===== config.mk =====
export PLATFORM = sky130hd
export DESIGN_NAME = dc_cache
export DESIGN_NICKNAME = d
export VERILOG_FILES = /design/src/rtl/dc_pkg.sv /design/src/rtl/dc_policy.sv /design/src/rtl/dc_store.sv /design/src/rtl/dc_ctrl.sv /design/src/rtl/dc_cache.sv
export SDC_FILE = /design/constraint.sdc
export NUM_CORES = 2
export LEC_CHECK = 0
export BUFFER_PORTS_ARGS = -buffer_cell sky130_fd_sc_hd__buf_4
export CAP_MARGIN = 10
export CORE_MARGIN = 2
export CORE_UTILIZATION = 30
export CTS_BUF_LIST = sky130_fd_sc_hd__clkbuf_16
export DETAILED_ROUTE_END_ITERATION = 8
export PLACE_DENSITY = 0.53
export SYNTH_ARGS = -nofsm -noshare
export SYNTH_HDL_FRONTEND = slang
export SYNTH_SLANG_ARGS = --single-unit

===== constraint.sdc =====
create_clock -name clk -period 7.2 [get_ports clk]
set_clock_uncertainty 0.2 [all_clocks]
set_input_delay 1.44 -clock clk [delete_from_list [all_inputs] [get_ports clk]]
set_output_delay 1.44 -clock clk [all_outputs]
set_load 0.01 [all_outputs]

===== src/rtl/dc_pkg.sv =====
package dc_pkg;
  localparam int WORD_W   = 32;
  localparam int LINE_WDS = 8;
  localparam int OFF_W    = $clog2(LINE_WDS);

  typedef enum logic [2:0] {
    ST_IDLE, ST_SINGLE, ST_WB, ST_FILL, ST_CDONE
  } dc_state_e;

  typedef enum logic [1:0] {
    ALC_NONE = 2'b00,
    ALC_RD   = 2'b01,
    ALC_RDWR = 2'b10,
    ALC_RSVD = 2'b11
  } dc_alloc_e;
endpackage


===== src/rtl/dc_policy.sv =====
module dc_policy (
  input  logic       is_write,
  input  logic       device,
  input  logic       share,
  input  logic       share_en,
  input  logic [1:0] alloc,
  output logic       cacheable,
  output logic       alloc_miss
);
  import dc_pkg::*;

  always_comb begin
    cacheable  = !device && (!share || share_en);
    alloc_miss = cacheable &&
                 ((alloc == ALC_RDWR) || ((alloc == ALC_RD) && !is_write));
  end
endmodule


===== src/rtl/dc_store.sv =====
module dc_store #(
  parameter int LINES = 8,
  parameter int TAG_W = 4,
  localparam int IDX_W = $clog2(LINES),
  localparam int OFF_W = dc_pkg::OFF_W,
  localparam int DW    = dc_pkg::WORD_W
) (
  input  logic             clk,
  input  logic             rst_n,
  input  logic [IDX_W-1:0] a_idx,
  input  logic [OFF_W-1:0] a_off,
  output logic             a_valid,
  output logic             a_dirty,
  output logic [TAG_W-1:0] a_tag,
  output logic [DW-1:0]    a_word,
  input  logic [IDX_W-1:0] b_idx,
  input  logic [OFF_W-1:0] b_off,
  output logic             b_valid,
  output logic             b_dirty,
  output logic [TAG_W-1:0] b_tag,
  output logic [DW-1:0]    b_word,
  input  logic             wr_en,
  input  logic [IDX_W-1:0] wr_idx,
  input  logic [OFF_W-1:0] wr_off,
  input  logic [DW-1:0]    wr_data,
  input  logic             dirty_set,
  input  logic             meta_en,
  input  logic [IDX_W-1:0] op_idx,
  input  logic [TAG_W-1:0] meta_tag,
  input  logic             clr_en
);
  logic [DW-1:0]    data_q  [LINES][dc_pkg::LINE_WDS];
  logic             valid_q [LINES];
  logic             dirty_q [LINES];
  logic [TAG_W-1:0] tag_q   [LINES];

  always_ff @(posedge clk) begin
    if (wr_en) data_q[wr_idx][wr_off] <= wr_data;
  end

  for (genvar g = 0; g < LINES; g++) begin : g_line
    always_ff @(posedge clk or negedge rst_n) begin
      if (!rst_n) begin
        valid_q[g] <= 1'b0;
        dirty_q[g] <= 1'b0;
        tag_q[g]   <= '0;
      end else begin
        if (meta_en && op_idx == IDX_W'(g)) begin
          valid_q[g] <= 1'b1;
          tag_q[g]   <= meta_tag;
          dirty_q[g] <= 1'b0;
        end
        if (clr_en && op_idx == IDX_W'(g)) dirty_q[g] <= 1'b0;
        if (wr_en && dirty_set && wr_idx == IDX_W'(g)) dirty_q[g] <= 1'b1;
      end
    end
  end

  assign a_valid = valid_q[a_idx];
  assign a_dirty = dirty_q[a_idx];
  assign a_tag   = tag_q[a_idx];
  assign a_word  = data_q[a_idx][a_off];
  assign b_valid = valid_q[b_idx];
  assign b_dirty = dirty_q[b_idx];
  assign b_tag   = tag_q[b_idx];
  assign b_word  = data_q[b_idx][b_off];
endmodule


===== src/rtl/dc_ctrl.sv =====
module dc_ctrl #(
  parameter int AW    = 10,
  parameter int IDX_W = 3,
  parameter int TAG_W = 4,
  localparam int OFF_W = dc_pkg::OFF_W,
  localparam int DW    = dc_pkg::WORD_W
) (
  input  logic             clk,
  input  logic             rst_n,
  input  logic             cpu_valid,
  input  logic             cpu_write,
  input  logic [AW-1:0]    cpu_addr,
  input  logic [DW-1:0]    cpu_wdata,
  input  logic             cpu_wback,
  input  logic             cacheable,
  input  logic             alloc_miss,
  output logic             cpu_ready,
  output logic [DW-1:0]    cpu_rdata,
  output logic             lk_hit,
  input  logic             lk_valid,
  input  logic             lk_dirty,
  input  logic [TAG_W-1:0] lk_tag,
  input  logic [DW-1:0]    lk_word,
  output logic [IDX_W-1:0] b_idx,
  output logic [OFF_W-1:0] b_off,
  input  logic             b_valid,
  input  logic             b_dirty,
  input  logic [TAG_W-1:0] b_tag,
  input  logic [DW-1:0]    b_word,
  output logic             wr_en,
  output logic [IDX_W-1:0] wr_idx,
  output logic [OFF_W-1:0] wr_off,
  output logic [DW-1:0]    wr_data,
  output logic             dirty_set,
  output logic             meta_en,
  output logic [TAG_W-1:0] meta_tag,
  output logic             clr_en,
  output logic [IDX_W-1:0] op_idx,
  input  logic             clean_req,
  input  logic [IDX_W-1:0] clean_idx,
  output logic             clean_done,
  output logic             mem_valid,
  output logic             mem_write,
  output logic [AW-1:0]    mem_addr,
  output logic [DW-1:0]    mem_wdata,
  input  logic             mem_ready,
  input  logic [DW-1:0]    mem_rdata
);
  import dc_pkg::*;

  dc_state_e        state_q, state_d;
  logic [OFF_W-1:0] cnt_q, cnt_d;
  logic [IDX_W-1:0] op_idx_q, op_idx_d;
  logic [TAG_W-1:0] op_tag_q, op_tag_d;
  logic             ret_fill_q, ret_fill_d;
  logic             cpend_q, cpend_take;
  logic [IDX_W-1:0] cidx_q;

  logic [OFF_W-1:0] cpu_off;
  logic [IDX_W-1:0] cpu_idx;
  logic [TAG_W-1:0] cpu_tag;
  logic             last_beat;

  assign cpu_off   = cpu_addr[OFF_W-1:0];
  assign cpu_idx   = cpu_addr[IDX_W+OFF_W-1:OFF_W];
  assign cpu_tag   = cpu_addr[AW-1:IDX_W+OFF_W];
  assign lk_hit    = lk_valid && (lk_tag == cpu_tag);
  assign last_beat = (cnt_q == OFF_W'(LINE_WDS - 1));
  assign op_idx    = op_idx_q;
  assign b_idx     = (state_q == ST_IDLE) ? cidx_q : op_idx_q;
  assign b_off     = cnt_q;
  assign meta_tag  = op_tag_q;

  always_comb begin
    state_d    = state_q;
    cnt_d      = cnt_q;
    op_idx_d   = op_idx_q;
    op_tag_d   = op_tag_q;
    ret_fill_d = ret_fill_q;
    cpend_take = 1'b0;
    cpu_ready  = 1'b0;
    cpu_rdata  = lk_word;
    wr_en      = 1'b0;
    wr_idx     = cpu_idx;
    wr_off     = cpu_off;
    wr_data    = cpu_wdata;
    dirty_set  = 1'b0;
    meta_en    = 1'b0;
    clr_en     = 1'b0;
    clean_done = 1'b0;
    mem_valid  = 1'b0;
    mem_write  = 1'b0;
    mem_addr   = cpu_addr;
    mem_wdata  = cpu_wdata;

    unique case (state_q)
      ST_IDLE: begin
        cnt_d = '0;
        if (cpend_q) begin
          cpend_take = 1'b1;
          op_idx_d   = cidx_q;
          ret_fill_d = 1'b0;
          state_d    = (b_valid && b_dirty) ? ST_WB : ST_CDONE;
        end else if (cpu_valid) begin
          if (cacheable && lk_hit) begin
            if (!cpu_write) begin
              cpu_ready = 1'b1;
            end else if (cpu_wback) begin
              cpu_ready = 1'b1;
              wr_en     = 1'b1;
              dirty_set = 1'b1;
            end else begin
              state_d = ST_SINGLE;
            end
          end else if (alloc_miss) begin
            op_idx_d   = cpu_idx;
            op_tag_d   = cpu_tag;
            ret_fill_d = 1'b1;
            state_d    = (lk_valid && lk_dirty) ? ST_WB : ST_FILL;
          end else begin
            state_d = ST_SINGLE;
          end
        end
      end
      ST_SINGLE: begin
        mem_valid = 1'b1;
        mem_write = cpu_write;
        if (mem_ready) begin
          cpu_ready = 1'b1;
          cpu_rdata = mem_rdata;
          wr_en     = cpu_write && cacheable && lk_hit;
          state_d   = ST_IDLE;
        end
      end
      ST_WB: begin
        mem_valid = 1'b1;
        mem_write = 1'b1;
        mem_addr  = {b_tag, op_idx_q, cnt_q};
        mem_wdata = b_word;
        if (mem_ready) begin
          cnt_d = cnt_q + 1'b1;
          if (last_beat) begin
            clr_en  = 1'b1;
            state_d = ret_fill_q ? ST_FILL : ST_CDONE;
          end
        end
      end
      ST_FILL: begin
        mem_valid = 1'b1;
        mem_addr  = {op_tag_q, op_idx_q, cnt_q};
        wr_idx    = op_idx_q;
        wr_off    = cnt_q;
        wr_data   = mem_rdata;
        if (mem_ready) begin
          wr_en = 1'b1;
          cnt_d = cnt_q + 1'b1;
          if (last_beat) begin
            meta_en = 1'b1;
            state_d = ST_IDLE;
          end
        end
      end
      ST_CDONE: begin
        clean_done = 1'b1;
        state_d    = ST_IDLE;
      end
      default: state_d = ST_IDLE;
    endcase
  end

  always_ff @(posedge clk or negedge rst_n) begin
    if (!rst_n) begin
      state_q    <= ST_IDLE;
      cnt_q      <= '0;
      op_idx_q   <= '0;
      op_tag_q   <= '0;
      ret_fill_q <= 1'b0;
      cpend_q    <= 1'b0;
      cidx_q     <= '0;
    end else begin
      state_q    <= state_d;
      cnt_q      <= cnt_d;
      op_idx_q   <= op_idx_d;
      op_tag_q   <= op_tag_d;
      ret_fill_q <= ret_fill_d;
      if (clean_req) begin
        cpend_q <= 1'b1;
        cidx_q  <= clean_idx;
      end else if (cpend_take) begin
        cpend_q <= 1'b0;
      end
    end
  end
endmodule


===== src/rtl/dc_cache.sv =====
module dc_cache #(
  parameter int AW    = 10,
  parameter int LINES = 8,
  localparam int IDX_W = $clog2(LINES),
  localparam int OFF_W = dc_pkg::OFF_W,
  localparam int TAG_W = AW - IDX_W - OFF_W,
  localparam int DW    = dc_pkg::WORD_W
) (
  input  logic             clk,
  input  logic             rst_n,
  input  logic             cpu_valid,
  output logic             cpu_ready,
  input  logic             cpu_write,
  input  logic [AW-1:0]    cpu_addr,
  input  logic [DW-1:0]    cpu_wdata,
  output logic [DW-1:0]    cpu_rdata,
  input  logic             cpu_device,
  input  logic             cpu_share,
  input  logic [1:0]       cpu_alloc,
  input  logic             cpu_wback,
  input  logic             share_cache_en,
  input  logic             clean_req,
  input  logic [IDX_W-1:0] clean_idx,
  output logic             clean_done,
  output logic             mem_valid,
  input  logic             mem_ready,
  output logic             mem_write,
  output logic [AW-1:0]    mem_addr,
  output logic [DW-1:0]    mem_wdata,
  input  logic [DW-1:0]    mem_rdata
);
  logic             cacheable, alloc_miss, lk_hit;
  logic             lk_valid, lk_dirty, b_valid, b_dirty;
  logic [TAG_W-1:0] lk_tag, b_tag, meta_tag;
  logic [DW-1:0]    lk_word, b_word, wr_data;
  logic [IDX_W-1:0] b_idx, wr_idx, op_idx;
  logic [OFF_W-1:0] b_off, wr_off;
  logic             wr_en, dirty_set, meta_en, clr_en;

  dc_policy u_policy (
    .is_write(cpu_write), .device(cpu_device), .share(cpu_share),
    .share_en(share_cache_en), .alloc(cpu_alloc),
    .cacheable(cacheable), .alloc_miss(alloc_miss)
  );

  dc_store #(.LINES(LINES), .TAG_W(TAG_W)) u_store (
    .clk(clk), .rst_n(rst_n),
    .a_idx(cpu_addr[IDX_W+OFF_W-1:OFF_W]), .a_off(cpu_addr[OFF_W-1:0]),
    .a_valid(lk_valid), .a_dirty(lk_dirty), .a_tag(lk_tag), .a_word(lk_word),
    .b_idx(b_idx), .b_off(b_off),
    .b_valid(b_valid), .b_dirty(b_dirty), .b_tag(b_tag), .b_word(b_word),
    .wr_en(wr_en), .wr_idx(wr_idx), .wr_off(wr_off), .wr_data(wr_data),
    .dirty_set(dirty_set), .meta_en(meta_en), .op_idx(op_idx),
    .meta_tag(meta_tag), .clr_en(clr_en)
  );

  dc_ctrl #(.AW(AW), .IDX_W(IDX_W), .TAG_W(TAG_W)) u_ctrl (
    .clk(clk), .rst_n(rst_n),
    .cpu_valid(cpu_valid), .cpu_write(cpu_write), .cpu_addr(cpu_addr),
    .cpu_wdata(cpu_wdata), .cpu_wback(cpu_wback),
    .cacheable(cacheable), .alloc_miss(alloc_miss),
    .cpu_ready(cpu_ready), .cpu_rdata(cpu_rdata), .lk_hit(lk_hit),
    .lk_valid(lk_valid), .lk_dirty(lk_dirty), .lk_tag(lk_tag), .lk_word(lk_word),
    .b_idx(b_idx), .b_off(b_off),
    .b_valid(b_valid), .b_dirty(b_dirty), .b_tag(b_tag), .b_word(b_word),
    .wr_en(wr_en), .wr_idx(wr_idx), .wr_off(wr_off), .wr_data(wr_data),
    .dirty_set(dirty_set), .meta_en(meta_en), .meta_tag(meta_tag),
    .clr_en(clr_en), .op_idx(op_idx),
    .clean_req(clean_req), .clean_idx(clean_idx), .clean_done(clean_done),
    .mem_valid(mem_valid), .mem_write(mem_write), .mem_addr(mem_addr),
    .mem_wdata(mem_wdata), .mem_ready(mem_ready), .mem_rdata(mem_rdata)
  );
endmodule


==> results.cfg <==
[timing]
fin_tns_setup_ps = 0
maxSlewViolCount = 0
max_freq_mhz = 141.7
period_share_pct = 98.04
hold_viol = 0
period_minus_slack_ps = 7059
relSlewSlack_pct = 14.78
tightest_slew_ps = 1278
setup_viol = 0
grt_setup_unrepaired = no

[cts]
cts_root_buf = clkbuf_16
clock_latency_ps = 830
cts_buffer_depth = 4
clock_sinks = 2114
cts_buffers = 226
cts_hold_buffers = 0
clk_pin_slew_ps = 60
cts_tree = built
h-tree-depth = 4

[critical_path]
r2r_end = u_store.data_q[6][185]
path_common_cell = buf_4
crit_path_end = mem_wdata[29]
cp-end-kind = output pin
critPathBufInv = 3
arrival_ps = 5420
required_ps = 5560
r2r_slack_ps = 2160
cp.depth = 10
max_stage_delay_ps = 1060
cpMaxStageDelayCell = or4b_2
path_max_fanout = 15
crit_path_start = u_ctrl.state_q[1]
reg2reg_depth = 7
crit_chain = or4b_2, nand2_4, and2_1, buf_4, a22o_1, a211o_1, o22ai_1, a211oi_2, buf_4, buf_4
crit_path_start_kind = register
rr_startpoint = u_ctrl.state_q[1]
crit_family = simple AND/OR/NAND/NOR gates
path_class = register to output pin

[routing]
final_antenna_net_count = 0
wirelength_mm = 422.8
vias = 72240
drt-initial-drc-count = 10660
via_per_inst = 6.191
drc = 0
wl_per_cell_um = 36.23
firstDrtPassIters = 6

[floorplan]
dieArea_um2 = 345600
io_pins = 167
fp.dieH_um = 587.9
core_um2 = 339500
num_rows = 214
die_w_um = 587.9
start_util_pct = 30.12

[placed_design]
io_buffers = 166
dp.cells = 11250
dp_hpwl_mm = 243.2
globalplace.congestion = 0.8572

[synthesis]
ys_seq_elements = 2114
synthesis.area_um2 = 102300
yosysTopAreaCell = edfxtp_1
ys_types = 77
synth_area_per_cell_um2 = 15.03
synthArstFlopShare_pct = 3.122
synth_edf_count = 2048
synthFlopType = edfxtp_1
synth_seq_area_share_pct = 61.75
syn_inst = 6806
syn_nets = 6897
synthTopCellsByArea = edfxtp_1 60%, mux4_2 15%, nand2_1 4.0%, a211oi_1 2.3%, and3_1 2.0%
yosys_warnings = 0
synth_top_area_share_pct = 60.14

[worst_hold_path]
hold_class = register to register

[layout]
nFillCells = 32250
syn_to_final_growth_pct = 15.74
layout.nets = 7037
stdcell_count = 11670
multi_input_area_um2 = 36660
final-seq-area_um2 = 63160
drive_gt1_share_pct = 25.41
final_common_cell = edfxtp_1
final_cell_mix = 2048 x edfxtp_1, 1076 x nand2_1, 698 x mux4_2

[job]
cap_violations = 0

[global_route]
grt_pass1_vias = 69410
gr-total-overflow = 0
grt_max_degree = 150
grt_usage_pct = 23.64
grt_pass1_wl_mm = 575.8
grt_antenna_before_repair = 15

[pwr]
power_leakage_nw = 38.81
finalPower_w = 0.04145
p_per_area_nw_per_um2 = 350.1
ir_drop_v = 0.0003869

[outcome]
status = completed
report_power, final:
| part | internal [W] | leakage, nW | switching, W |
|---|---|---|---|
| Combinational | 0.00509 | 15.8 | 0.0109 |
| Sequential | 0.0137 | 19.3 | 0.000116 |
| Clock | 0.00666 | 3.72 | 0.00501 |
area by class of cell:
class                           count  area share, %
Multi-Input combinational cell   4055          30.97
Clock buffer                      231          4.884
Sequential cell                  2114          53.36
Clock inverter                    174          1.218
Inverter                            9        0.03700
Tap cell                         4536          4.795
Antenna cell                        9        0.01903
Timing Repair Buffer              540          4.722
logic make-up after synthesis:
| kind of cell | synth area share (%) |
|---|---|
| buf+inv | 2.985 |
| flops | 61.75 |
| xor+xnor | 0.008566 |
| simple gates | 8.201 |
| compound gates | 8.883 |
| fa+ha+maj | 0.02447 |
| mux | 18.15 |
worst register-to-register path, stage by stage, from the launching register on:
cell	delay (ps)
dfrtp_1	800
buf_4	330
nor2b_2	660
and2_4	670
mux2i_1	400
nand2_1	440
nor3_2	760
buf_12	410
stage by stage:
step	setup WS (ps)	utilization [%]	area (um^2)	hold slack (ps)
2_1_floorplan	834.4	-	102300	256.8
3_3_place_gp	666.7	32.72	111100	280.0
3_5_place_dp	857.4	32.72	111100	286.9
4_1_cts	34.92	34.85	118300	301.3
5_1_grt	54.03	34.86	118300	318.2
6_report	141.2	34.86	118400	304.1
cells in the mapped netlist (6+ instances only):
master and n:
a211o_1 54, a211oi_1 316, a21oi_1 147, a221o_1 16, a221oi_1 42, a22o_1 14, a22oi_1 30, a2bb2oi_1 6
a311oi_1 98, a31o_2 15, a31oi_1 177, a32o_1 18, a32oi_1 72, and2_1 6, and3_1 329, buf_1 47
buf_2 221, buf_4 48, buf_6 18, clkbuf_1 290, dfrtp_1 66, edfxtp_1 2048, inv_1 6, mux2_2 85
mux2i_1 188, mux4_2 698, nand2_1 1086, nand2b_1 8, nand3_1 228, nand4_1 19, nor2_1 30, nor3_1 84
o2111ai_1 11, o211ai_1 17, o21ai_0 117, o221a_2 22, o221ai_1 9, o22ai_1 22, o31ai_1 6, or2_2 14
metal layers:
layer / wire [um] / track usage, %
met2: 191800 / 36.81
met4: 31370 / 15.27
met1: 156600 / 29.92
met5: 40 / 0
met3: 42910 / 4.948
registers in the layout, indices dropped and copies added, names as in the netlist, 4 cells and up:
register         cells
u_store.valid_q      8
u_store.data_q    2048
u_store.dirty_q      8
u_store.tag_q       32
u_ctrl.meta_tag      4
timing repair:
item,in CTS,in global routing
setup endpoints to repair,1,4
gates resized for setup,1,2
buffers inserted,0,0
pin swaps,0,1
gates cloned,0,1
worst min path at each step:
stage                  startpoint                 end  cells after the start
6_report       u_store.valid_q[0]  u_store.valid_q[0]                      1
2_1_floorplan  u_store.valid_q[1]  u_store.valid_q[1]                      1
4_1_cts        u_store.valid_q[0]  u_store.valid_q[0]                      1
3_5_place_dp   u_store.valid_q[0]  u_store.valid_q[0]                      1
5_1_grt        u_store.valid_q[7]  u_store.valid_q[7]                      1
3_3_place_gp   u_store.valid_q[2]  u_store.valid_q[2]                      1
(Power assumes the default switching activity.)
